### config.mk
export PLATFORM = sky130hd
export DESIGN_NAME = cpu16_sequencer
export DESIGN_NICKNAME = d
export VERILOG_FILES = /design/src/rtl/seq_pkg.sv /design/src/rtl/seq_alu.sv /design/src/rtl/seq_operand.sv /design/src/rtl/cpu16_sequencer.sv
export SDC_FILE = /design/constraint.sdc
export NUM_CORES = 2
export LEC_CHECK = 0
export BUFFER_PORTS_ARGS = -buffer_cell sky130_fd_sc_hd__buf_2
export CAP_MARGIN = 10
export CORE_MARGIN = 5
export CORE_UTILIZATION = 25
export CTS_CLUSTER_SIZE = 14
export DETAILED_ROUTE_END_ITERATION = 16
export PLACE_DENSITY_LB_ADDON = 0.05
export SETUP_SLACK_MARGIN = 0.02
export SYNTH_ARGS = -nofsm -noshare
export SYNTH_HDL_FRONTEND = slang
export SYNTH_SLANG_ARGS = --single-unit
### constraint.sdc
create_clock -name clk -period 106.4 [get_ports clk]
set_input_delay 15.96 -clock clk [delete_from_list [all_inputs] [get_ports clk]]
set_output_delay 15.96 -clock clk [all_outputs]
set_load 0.02 [all_outputs]
### src/rtl/seq_pkg.sv
package seq_pkg;

    localparam int WORD_W   = 16;
    localparam int NREG     = 8;
    localparam int REG_IDX_W = $clog2(NREG);
    localparam int MODE_W   = 6;
    localparam int COST_W   = 3;

    typedef logic [WORD_W-1:0] word_t;
    typedef logic [MODE_W-1:0] mode_t;

    typedef enum logic [3:0] {
        OP_EXT = 4'h0, OP_SET = 4'h1, OP_ADD = 4'h2, OP_SUB = 4'h3,
        OP_MUL = 4'h4, OP_DIV = 4'h5, OP_MOD = 4'h6, OP_SHL = 4'h7,
        OP_SHR = 4'h8, OP_AND = 4'h9, OP_BOR = 4'hA, OP_XOR = 4'hB,
        OP_IFE = 4'hC, OP_IFN = 4'hD, OP_IFG = 4'hE, OP_IFB = 4'hF
    } opc_e;

    localparam mode_t EXT_CALL = 6'h01;

    typedef enum logic [2:0] {K_REG, K_MEM, K_SP, K_PC, K_OVF, K_LIT} kind_e;

    typedef enum logic [1:0] {ST_FETCH, ST_RUN, ST_SKIP} st_e;

    typedef struct packed {
        kind_e                kind;
        logic [REG_IDX_W-1:0] idx;
        word_t                addr;
        word_t                val;
        word_t                sp_next;
    } opnd_t;

    // An operand mode that consumes one extra instruction word
    function automatic logic takes_word(input mode_t m);
        return (m[5:3] == 3'b010) || (m == 6'h1E) || (m == 6'h1F);
    endfunction

    function automatic logic [1:0] extra_words(input word_t ir);
        if (ir[3:0] == 4'h0)
            return {1'b0, takes_word(ir[15:10])};
        return 2'(takes_word(ir[9:4])) + 2'(takes_word(ir[15:10]));
    endfunction

    function automatic logic [COST_W-1:0] base_cost(input word_t ir);
        case (opc_e'(ir[3:0]))
            OP_SET, OP_AND, OP_BOR, OP_XOR:         return 3'd1;
            OP_ADD, OP_SUB, OP_MUL, OP_SHL, OP_SHR: return 3'd2;
            OP_DIV, OP_MOD:                         return 3'd3;
            OP_IFE, OP_IFN, OP_IFG, OP_IFB:         return 3'd2;
            default: return (ir[9:4] == EXT_CALL) ? 3'd2 : 3'd1;
        endcase
    endfunction

    function automatic logic is_test(input opc_e op);
        return op inside {OP_IFE, OP_IFN, OP_IFG, OP_IFB};
    endfunction

endpackage

### src/rtl/seq_alu.sv
module seq_alu
    import seq_pkg::*;
(
    input  opc_e  op,
    input  word_t x,
    input  word_t y,
    output word_t res,
    output logic  ovf_we,
    output word_t ovf,
    output logic  cond
);
    logic [2*WORD_W-1:0] wide;

    always_comb begin
        res    = y;
        ovf_we = 1'b0;
        ovf    = '0;
        cond   = 1'b0;
        wide   = '0;
        case (op)
            OP_ADD: begin
                wide   = {{WORD_W{1'b0}}, x} + {{WORD_W{1'b0}}, y};
                res    = wide[WORD_W-1:0];
                ovf_we = 1'b1;
                ovf    = wide[WORD_W] ? word_t'(1) : '0;
            end
            OP_SUB: begin
                res    = x - y;
                ovf_we = 1'b1;
                ovf    = (y > x) ? '1 : '0;
            end
            OP_MUL: begin
                wide   = {{WORD_W{1'b0}}, x} * {{WORD_W{1'b0}}, y};
                res    = wide[WORD_W-1:0];
                ovf_we = 1'b1;
                ovf    = wide[2*WORD_W-1:WORD_W];
            end
            OP_DIV: begin
                ovf_we = 1'b1;
                if (y == '0) begin
                    res = '0;
                    ovf = '0;
                end else begin
                    res  = x / y;
                    wide = {x, {WORD_W{1'b0}}} / {{WORD_W{1'b0}}, y};
                    ovf  = wide[WORD_W-1:0];
                end
            end
            OP_MOD: res = (y == '0) ? '0 : x % y;
            OP_SHL: begin
                wide   = {{WORD_W{1'b0}}, x} << y;
                res    = wide[WORD_W-1:0];
                ovf_we = 1'b1;
                ovf    = wide[2*WORD_W-1:WORD_W];
            end
            OP_SHR: begin
                wide   = {x, {WORD_W{1'b0}}} >> y;
                res    = x >> y;
                ovf_we = 1'b1;
                ovf    = wide[WORD_W-1:0];
            end
            OP_AND: res = x & y;
            OP_BOR: res = x | y;
            OP_XOR: res = x ^ y;
            OP_IFE: cond = (x == y);
            OP_IFN: cond = (x != y);
            OP_IFG: cond = (x > y);
            OP_IFB: cond = ((x & y) != '0);
            default: res = y;
        endcase
    end
endmodule

### src/rtl/seq_operand.sv
module seq_operand
    import seq_pkg::*;
(
    input  mode_t mode,
    input  word_t reg_val,
    input  word_t sp,
    input  word_t pc,
    input  word_t ovf,
    input  word_t nxt,
    output opnd_t res
);
    always_comb begin
        res.kind    = K_LIT;
        res.idx     = mode[REG_IDX_W-1:0];
        res.addr    = '0;
        res.val     = word_t'(mode[4:0]);
        res.sp_next = sp;
        if (mode[5]) begin
            res.kind = K_LIT;
        end else begin
            case (mode[4:3])
                2'b00: begin res.kind = K_REG; res.val  = reg_val;       end
                2'b01: begin res.kind = K_MEM; res.addr = reg_val;       end
                2'b10: begin res.kind = K_MEM; res.addr = nxt + reg_val; end
                default: begin
                    case (mode[2:0])
                        3'd0: begin res.kind = K_MEM; res.addr = sp; res.sp_next = sp + 1'b1; end
                        3'd1: begin res.kind = K_MEM; res.addr = sp; end
                        3'd2: begin res.kind = K_MEM; res.addr = sp - 1'b1; res.sp_next = sp - 1'b1; end
                        3'd3: begin res.kind = K_SP;  res.val = sp;  end
                        3'd4: begin res.kind = K_PC;  res.val = pc;  end
                        3'd5: begin res.kind = K_OVF; res.val = ovf; end
                        3'd6: begin res.kind = K_MEM; res.addr = nxt; end
                        default: begin res.kind = K_LIT; res.val = nxt; end
                    endcase
                end
            endcase
        end
    end
endmodule

### src/rtl/cpu16_sequencer.sv
module cpu16_sequencer
    import seq_pkg::*;
#(
    parameter word_t RESET_PC = '0,
    parameter word_t RESET_SP = '0
) (
    input  logic  clk,
    input  logic  rst,
    output word_t imem_addr,
    input  word_t imem_rdata,
    output word_t dmem_raddr_a,
    input  word_t dmem_rdata_a,
    output word_t dmem_raddr_b,
    input  word_t dmem_rdata_b,
    output logic  dmem_we,
    output word_t dmem_waddr,
    output word_t dmem_wdata,
    output logic  insn_start
);
    st_e               st;
    word_t             pc, sp, ovf;
    word_t             regs [NREG];
    word_t             ir_q, nwa_q, nwb_q;
    logic [COST_W-1:0] left;
    logic              pend_a, pend_b;

    // Decode of the current instruction word (live during the fetch cycle)
    logic              fetching, ext, need_a, need_b, word_now, last, exec, call, test_op;
    word_t             ir, nwa, nwb, pc_cur, va, vb;
    opc_e              op;
    mode_t             mode_a, mode_b;
    logic [COST_W-1:0] cost;
    opnd_t             oa, ob;
    word_t             alu_res, alu_ovf;
    logic              alu_ovf_we, alu_cond;

    always_comb begin
        fetching = (st == ST_FETCH);
        ir       = fetching ? imem_rdata : ir_q;
        op       = opc_e'(ir[3:0]);
        ext      = (op == OP_EXT);
        mode_a   = ext ? ir[15:10] : ir[9:4];
        mode_b   = ir[15:10];
        need_a   = takes_word(mode_a);
        need_b   = !ext && takes_word(mode_b);
        cost     = base_cost(ir) + COST_W'(need_a) + COST_W'(need_b);
        word_now = fetching || (st == ST_RUN && (pend_a || pend_b));
        last     = fetching ? (cost == 3'd1) : (st == ST_RUN && left == 3'd1);
        exec     = last && !rst;
        call     = ext && (ir[9:4] == EXT_CALL);
        test_op  = is_test(op);
        nwa      = (st == ST_RUN && pend_a) ? imem_rdata : nwa_q;
        nwb      = (st == ST_RUN && !pend_a && pend_b) ? imem_rdata : nwb_q;
        pc_cur   = pc + word_t'(word_now);
    end

    seq_operand u_opa (
        .mode(mode_a), .reg_val(regs[mode_a[REG_IDX_W-1:0]]), .sp(sp),
        .pc(pc_cur), .ovf(ovf), .nxt(nwa), .res(oa)
    );

    // Operand b sees the stack pointer as left by operand a
    seq_operand u_opb (
        .mode(mode_b), .reg_val(regs[mode_b[REG_IDX_W-1:0]]), .sp(oa.sp_next),
        .pc(pc_cur), .ovf(ovf), .nxt(nwb), .res(ob)
    );

    assign dmem_raddr_a = oa.addr;
    assign dmem_raddr_b = ob.addr;
    assign va = (oa.kind == K_MEM) ? dmem_rdata_a : oa.val;
    assign vb = (ob.kind == K_MEM) ? dmem_rdata_b : ob.val;

    seq_alu u_alu (
        .op(op), .x(va), .y(vb), .res(alu_res),
        .ovf_we(alu_ovf_we), .ovf(alu_ovf), .cond(alu_cond)
    );

    assign imem_addr  = pc;
    assign insn_start = fetching;
    assign dmem_we    = exec && (call || (!ext && !test_op && oa.kind == K_MEM));
    assign dmem_waddr = call ? (oa.sp_next - 1'b1) : oa.addr;
    assign dmem_wdata = call ? pc_cur : alu_res;

    always_ff @(posedge clk) begin
        if (rst) begin
            st     <= ST_FETCH;
            pc     <= RESET_PC;
            sp     <= RESET_SP;
            ovf    <= '0;
            ir_q   <= '0;
            nwa_q  <= '0;
            nwb_q  <= '0;
            left   <= '0;
            pend_a <= 1'b0;
            pend_b <= 1'b0;
            for (int i = 0; i < NREG; i++) regs[i] <= '0;
        end else begin
            case (st)
                ST_FETCH: begin
                    ir_q   <= imem_rdata;
                    pend_a <= need_a;
                    pend_b <= need_b;
                    left   <= cost - 1'b1;
                    pc     <= pc + 1'b1;
                    if (!last) st <= ST_RUN;
                end
                ST_RUN: begin
                    if (pend_a) begin
                        nwa_q  <= imem_rdata;
                        pend_a <= 1'b0;
                        pc     <= pc + 1'b1;
                    end else if (pend_b) begin
                        nwb_q  <= imem_rdata;
                        pend_b <= 1'b0;
                        pc     <= pc + 1'b1;
                    end
                    left <= left - 1'b1;
                    if (last) st <= ST_FETCH;
                end
                default: begin
                    // Step over the whole next instruction in one cycle
                    pc <= pc + 1'b1 + word_t'(extra_words(imem_rdata));
                    st <= ST_FETCH;
                end
            endcase

            if (exec) begin
                if (call) begin
                    sp <= oa.sp_next - 1'b1;
                    pc <= va;
                end else if (!ext) begin
                    sp <= ob.sp_next;
                    if (test_op) begin
                        if (!alu_cond) st <= ST_SKIP;
                    end else begin
                        if (alu_ovf_we) ovf <= alu_ovf;
                        case (oa.kind)
                            K_REG:   regs[oa.idx] <= alu_res;
                            K_SP:    sp  <= alu_res;
                            K_PC:    pc  <= alu_res;
                            K_OVF:   ovf <= alu_res;
                            default: ;
                        endcase
                    end
                end
            end
        end
    end

    a_r1_reset_fetch: assert property (@(posedge clk) disable iff (rst)
        $fell(rst) |-> (insn_start && imem_addr == RESET_PC));

    a_r5_skip_quiet: assert property (@(posedge clk) disable iff (rst)
        (st == ST_SKIP) |-> (!dmem_we && !insn_start));

    a_r7_literal_dest: assert property (@(posedge clk) disable iff (rst)
        (exec && !ext && !test_op && oa.kind == K_LIT) |-> !dmem_we);

    a_r6_call_target: assert property (@(posedge clk) disable iff (rst)
        (exec && call) |=> (insn_start && imem_addr == $past(va)));

    a_r10_pc_redirect: assert property (@(posedge clk) disable iff (rst)
        (exec && !ext && !test_op && oa.kind == K_PC) |=> (insn_start && imem_addr == $past(alu_res)));

    a_r3_cost_window: assert property (@(posedge clk) disable iff (rst)
        (st == ST_RUN) |-> (left != '0 && left <= 3'd4));

endmodule

### Yosys cells after proc, flatten, opt, wreduce, memory -nomap -nowiden

Memories as Yosys holds them, arrays and structs flattened.
Index checks and enable logic that the tools add are counted.

| cells by class | value |
|---|---|
| divide/modulo/power cells | 3 |
| shifts and indexed selects | 3 |
| add/sub/neg operators | 16 |
| equal/unequal tests | 56 |
| bitwise gates (word level) | 7 |
| order comparisons | 2 |
| mux-type cells | 85 |
| $mul | 1 |
| reduce and logical (&&, ||, !) cells | 58 |

Operators with widths:

| cell | count |
|---|---|
| 16-bit 2-to-1 mux | 27 |
| 16-bit one-hot mux with 3 select lines | 4 |
| 16-bit one-hot mux with 10 select lines | 1 |
| 16-bit one-hot mux with 2 select lines | 5 |
| 16-bit one-hot mux with 4 select lines | 2 |
| 48-bit 2-to-1 mux | 2 |
| 16-bit one-hot mux with 6 select lines | 1 |
| 16-bit by 1-bit adder with 16-bit output, second input constant | 3 |
| 6-bit by 5-bit == test with 1-bit output, second input constant | 8 |
| 16-bit adder | 2 |
| 32-bit by 16-bit divider with 32-bit output | 1 |
| 4-bit == test, second input constant | 8 |
| 16-bit > comparator | 2 |
| 16-bit by 16-bit multiplier with 32-bit output | 1 |
| 16-bit by 16-bit left shift with 32-bit output | 1 |
| 32-bit by 16-bit >> shifter with 16-bit output | 1 |
| 16-bit by 1-bit subtractor with 16-bit output, second input constant | 2 |
| 3-bit by 2-bit == test with 1-bit output, second input constant | 10 |
| 2-bit 2-to-1 mux | 12 |
| 3-bit one-hot mux with 4 select lines | 2 |
| 3-bit == test, second input constant | 7 |
| 3-bit by 1-bit == test with 1-bit output, second input constant | 6 |
| 3-bit one-hot mux with 2 select lines | 3 |
| 16-bit by 16-bit adder with 17-bit output | 1 |
| 49 further kinds | 119 |

| word-level totals | value |
|---|---|
| word-level logic and storage cells | 242 |
| register bits after elaboration | 103 |
| output and inout port bits | 82 |
| memory bits (writable) | 128 |
| memories kept | 1 |

Memory list:

| memory | depth | width | read ports | clocked after memory_dff | wr ports | RTL line | RTL |
|---|---|---|---|---|---|---|---|
| regs | 8 | 16 | 2 | 0 | 8 | cpu16_sequencer.sv:22 | `word_t regs [NREG];` |

### Logic depth before layout (Yosys ltp)

| logic depth | value |
|---|---|
| word-level depth | 22 |
| gate-level depth with buffers | 506 |
| depth with buffers taken out | 465 |

### Cells and area by module

Synthesis repeated with hierarchy kept, for this count alone.

| unflattened totals | value |
|---|---|
| cell total of the unflattened synthesis | 8691 |
| area total of the unflattened synthesis | 63468.4 sq um |

By module, submodules not included:

| module | seq. area each (sq um) | times used | area an instance (sq um) | cells each |
|---|---|---|---|---|
| seq_alu | 0.0 | 1 | 42944.9 | 6135 |
| cpu16_sequencer | 5905.7 | 1 | 14134.8 | 1483 |
| seq_operand (u_opa) | 0.0 | 1 | 3321.9 | 561 |
| seq_operand (u_opb) | 0.0 | 1 | 3066.7 | 512 |

### Least setup slack after synthesis

Ideal clock, no wire load.

| path | value |
|---|---|
| path kind | input to register |
| from | input port imem_rdata[0] |
| to | register ovf[0] |
| slack | -0.244 ns |
| cell stages on the path | 480 |
| arrival | 106.510 ns |
| path buffers | 50 |
| required time | 106.266 ns |
| path through | nor2_1 o21a_1 buf_2 nand2_1 clkbuf_1 nand2_1 a21boi_0 ha_1 nand3_1 or4b_1 buf_2 a21oi_1 nor3_1 o41ai_1 nand2_1 inv_1 buf_4 buf_6 (+444 left out) nand4_2 buf_6 buf_6 a21oi_1 ha_1 a21oi_1 nor2b_1 o21ai_0 nand2b_1 a21oi_1 nor2b_1 o21ai_0 nand2b_1 a211oi_1 and3_1 o2111ai_1 a2111oi_0 a31oi_1 |

| on the way | value |
|---|---|
| cells in the longest elaborated chain, start to end | 16 |
| elaborated cells on any way between the ends | 97 |
| those cells by class | add/sub: 4; mul: 1; div: 3; order compare: 1; eq/ne: 29; shift: 3; mux: 29; bitwise: 6; reduce/logical: 20; memory: 1 |

RTL lines:

| element | RTL line | RTL |
|---|---|---|
| start: declaration | cpu16_sequencer.sv:10 | `input word_t imem_rdata,` |
| 16-bit 2-to-1 mux | - |  |
| 4-bit zero test | cpu16_sequencer.sv:41 | `ext = (op == OP_EXT);` |
| 6-bit 2-to-1 mux | cpu16_sequencer.sv:42 | `mode_a = ext ? ir[15:10] : ir[9:4];` |
| 3-bit by 2-bit == test with 1-bit output (tied with other cells) | seq_operand.sv:26 | `case (mode[2:0])` |
| 16-bit one-hot mux with 2 select lines or 3-bit OR reduction (tied branches) | - |  |
| 16-bit 2-to-1 mux | seq_operand.sv:21 | `case (mode[4:3])` |
| 48-bit 2-to-1 mux | seq_operand.sv:18 | `if (mode[5]) begin` |
| 16-bit one-hot mux with 4 select lines | seq_operand.sv:26 |  |
| 16-bit one-hot mux with 2 select lines | seq_operand.sv:21 |  |
| 48-bit 2-to-1 mux | seq_operand.sv:18 |  |
| 16-bit 2-to-1 mux | cpu16_sequencer.sv:71 | `assign vb = (ob.kind == K_MEM) ? dmem_rdata_b : ob.val;` |
| 32-bit by 16-bit divider with 32-bit output (tied with other cells) | seq_alu.sv:45 | `wide = {x, {WORD_W{1'b0}}} / {{WORD_W{1'b0}}, y};` |
| 16-bit 2-to-1 mux (tied with other cells) | seq_alu.sv:40 | `if (y == '0) begin` |
| 16-bit one-hot mux with 6 select lines | seq_alu.sv:20 | `case (op)` |
| 16-bit 2-to-1 mux | cpu16_sequencer.sv:136 | `if (alu_ovf_we) ovf <= alu_ovf;` |
| 16-bit 2-to-1 mux | cpu16_sequencer.sv:137 | `case (oa.kind)` |
| end signal: assignment | cpu16_sequencer.sv:136 |  |
| end signal: assignment | cpu16_sequencer.sv:141 | `K_OVF: ovf <= alu_res;` |
| end: declaration | cpu16_sequencer.sv:21 | `word_t pc, sp, ovf;` |

Parallel ways exist; a longest one is shown, timed or not. The select of a mux whose other input is x is not followed.
A chain may end at the register's enable or synchronous reset.

### Final worst setup path

| path | value |
|---|---|
| from | input port imem_rdata[11] |
| to | register ovf[0] |

| on the way | value |
|---|---|
| cells in the longest elaborated chain, start to end | 15 |
| elaborated cells on any way between the ends | 79 |
| those cells by class | add/sub: 4; mul: 1; div: 3; order compare: 1; eq/ne: 20; shift: 3; mux: 30; bitwise: 3; reduce/logical: 13; memory: 1 |

RTL lines:

| element | RTL line |
|---|---|
| 16-bit 2-to-1 mux | - |
| 6-bit 2-to-1 mux | cpu16_sequencer.sv:42 |
| 3-bit by 2-bit == test with 1-bit output or 3-bit zero test (tied branches) | seq_operand.sv:26 |
| 16-bit one-hot mux with 2 select lines | seq_operand.sv:26 |
| 16-bit 2-to-1 mux | seq_operand.sv:21 |
| 48-bit 2-to-1 mux | seq_operand.sv:18 |
| 16-bit one-hot mux with 4 select lines | seq_operand.sv:26 |
| 16-bit one-hot mux with 2 select lines | seq_operand.sv:21 |
| 48-bit 2-to-1 mux | seq_operand.sv:18 |
| 16-bit 2-to-1 mux | cpu16_sequencer.sv:71 |
| 32-bit by 16-bit divider with 32-bit output (tied with other cells) | seq_alu.sv:45 |
| 16-bit 2-to-1 mux (tied with other cells) | seq_alu.sv:40 |
| 16-bit one-hot mux with 6 select lines | seq_alu.sv:20 |
| 16-bit 2-to-1 mux | cpu16_sequencer.sv:136 |
| 16-bit 2-to-1 mux | cpu16_sequencer.sv:137 |

Parallel ways exist; a longest one is shown, timed or not. The select of a mux whose other input is x is not followed.

==> results by group <==
Outcome
  • Status: completed

Clock tree
  • Hold_buf cts: 0
  • Worst-Skew Late Latency: 630 ps
  • Clock-pin slew on the worst setup and hold paths: 70 ps
  • CTS tree: done
  • Clock root buffer: clkbuf_16
  • Clk sink count: 231
  • Max clock buf depth: 3
  • CTS H-tree depth: 1
  • Num CTS Buffers: 27

Yosys
  • Synth async-reset ratio: 0%
  • Synth Register Bits: 231
  • Cell Area, Synth: 0.0633 sq mm
  • Sequential share of the synthesized area: 9.33%
  • Synth top area share: 14.3%
  • Synth area leader: ha_1
  • Post-synth top flop: edfxtp_1
  • Yosys cell types: 151
  • Synth warn: 0
  • Synth area leaders: ha_1, fa_1, edfxtp_1
  • Synthesized area per cell: 7.31 sq um
  • Gate Count Post-Synth: 8,653
  • Synthesized Nets: 9,628
  • EDFF count, synth: 128

GRT
  • Largest net degree at the start of global routing: 60
  • Grt ovf: 0
  • Initial antenna violation count: 27
  • First-pass GRT wire length: 527,000 um
  • Vias in the first global route: 68,233
  • GRT Total Usage: 27.3%

Min path
  • Worst min path class: reg -> reg

Finish
  • Area growth syn-to-layout: 14.5%
  • Area occupied by multi-input gates: 0.0544 sq mm
  • Fraction of layout cells with a size suffix above 1: 14.3%
  • Layout Cells excl Fill: 12,306
  • Final core occ: 28.8%
  • # fillers: 27,624
  • FF+latch area: 0.00591 sq mm
  • Post-layout net count: 9,905
  • Post-route cell area: 0.0725 sq mm

Detailed routing
  • DRT Pass-1 Iters: 6
  • Remaining antenna violation count after routing: 0
  • Vias/cell: 5.71
  • Iter 0 DRT Violations: 5,985
  • Routed WL: 376,000 um
  • # DRC: 0
  • Vias post-DR: 70,212
  • DR WL/cell: 30.6 um

Worst setup path
  • CP Max Fanout: 31
  • CP max-delay cell: or4_1
  • Crit path buffers/inverters: 35
  • Cell family with the largest share of critical-path delay: compound AO/OA/AOI/OAI gates
  • Most frequent CP cell: o21bai_1
  • Worst Path Arrival: 100,470 ps
  • Crit end category: flop
  • Critical path type: in -> reg
  • Worst EP required: 106,890 ps
  • Slowest cell delay on critical path: 610 ps
  • Kind of start point of the critical path: primary input

Floorplanning
  • Die area: 0.263 sq mm
  • Core area: 0.252 sq mm
  • I/O pin total: 132
  • Std cell rows: 184
  • Starting density of the core: 25.1%
  • Die X: 513 um
  • Die Span Y: 513 um

Placed design
  • GPL Wtd Cong: 1.01
  • Pre-CTS WS: -1560 ps
  • Placed insts: 12,209
  • Port buffer count: 131
  • DP HPWL: 301,000 um
  • Placed cell areas: 0.0704 sq mm

STA
  • Max-slew violation count: 0
  • Layout Skew: 28.1 ps
  • Fmax: 0.0100 GHz
  • Setup violations, final: 0
  • Least-Margin Pin Slew: 1320 ps
  • Slew headroom: 11.6%
  • Period utilization: 94.0%
  • Setup ws final: 6410 ps
  • Post-layout min period: 99,990 ps
  • Final hold viol count: 0

Flow run
  • Max Cap Violations: 0
## cell usage after synthesis, drive strengths merged, types with 99 or more instances
cell type	n
nand2b	99
fa	202
o21ai	572
xnor2	289
a211oi	120
mux2i	145
inv	522
buf	144
nor2	909
edfxtp	128
a21o	148
mux2	119
clkbuf	305
o21a	187
o21bai	126
dfxtp	103
nand3	171
nor3	282
xor2	151
o31ai	120
nand2	866
a21oi	711
ha	723
or3	101
## layer usage
| layer | track usage (%) | wire, um |
|---|---|---|
| met3 | 2.45 | 17600 |
| met1 | 36.2 | 168000 |
| met5 | 0 | 38 |
| met2 | 45.0 | 171000 |
| met4 | 12.0 | 19900 |
## cells in the final DEF, fill, tap and decap left out, types with 31 or more instances in the layout
master	synthesis	final
nor2_1	905	885
a211o_1	31	31
nand2b_1	99	99
o211ai_1	77	77
or2_2	50	51
nand2_1	861	853
o21a_1	185	185
o21ai_0	533	494
nand4_1	87	87
ha_1	723	721
a211oi_1	115	107
a221oi_1	68	68
edfxtp_1	128	128
a21oi_2	3	43
nor3_1	276	265
mux2_2	116	116
mux2i_1	143	141
o21bai_1	126	126
o22ai_1	69	67
and3_1	76	75
buf_2	49	131
inv_1	515	512
a31o_2	32	32
and2_1	56	54
buf_4	30	556
or3_1	99	98
a21o_1	148	147
xnor2_1	288	288
a21oi_1	707	662
o21ai_1	35	56
o221ai_1	59	57
dfxtp_1	103	102
xor2_1	150	150
o31ai_1	117	108
a31oi_1	83	74
a22oi_1	52	51
nor4_1	55	51
fa_1	202	202
nand3_1	168	164
nor2b_1	79	79
## area by class of cell
cell class / instances / share of cell area (%)
Multi-Input combinational cell: 7445 / 75.1
Sequential cell: 231 / 8.15
Timing Repair Buffer: 696 / 6.86
Tap cell: 3348 / 5.78
Inverter: 529 / 2.75
Clock buffer: 34 / 1.02
Clock inverter: 16 / 0.321
Antenna cell: 7 / 0.0242
## timing repair
item                       in CTS  in global routing
gates cloned                    2                  2
setup endpoints to repair       2                  3
setup buffers                   2                 34
hold endpoints to repair        0                  0
pin swaps                       3                 29
gates resized for setup        11                169
## through the flow
| stage | setup TNS (ps) | hold slack (ps) |
|---|---|---|
| 6_report | 0 | 492 |
| 5_1_grt | -262 | 520 |
| 4_1_cts | 0 | 502 |
| 3_5_place_dp | -1960 | 488 |
| 3_3_place_gp | -243 | 481 |
| 2_1_floorplan | 0 | 445 |
## logic make-up after synthesis
logic type	after synthesis	share of synthesized area, %
AO/OA/AOI/OAI	2792	29.4
XOR/XNOR	440	6.12
adder cells (fa/ha/maj)	926	20.7
buffers and inverters	980	6.48
flip-flops	231	9.33
multiplexers	293	5.49
AND/OR/NAND/NOR	2991	22.4
## flip-flops by register name (all words and copies together) (netlist names)
register   cells
regs         128
imem_addr     16
ir_q          16
nwa_q         16
nwb_q         16
ovf           16
sp            16
left           3
st             2
pend_a         1
pend_b         1
## tightest hold or removal path: stages (launching register included)
cell and delay [ps]:
dfxtp_1 300, inv_1 80, a211oi_1 70
## final timing paths
path             end  depth (start not counted)      startpoint  slack [ps]
min reg2reg  left[1]                          2         left[1]         490
max           ovf[0]                        447  imem_rdata[11]        6410
max reg2reg   ovf[0]                        451           st[0]       20340
min          left[1]                          2         left[1]         490
Power is not shown: default switching activity piles up to over one toggle a cycle in this logic, so the estimate is an artifact.
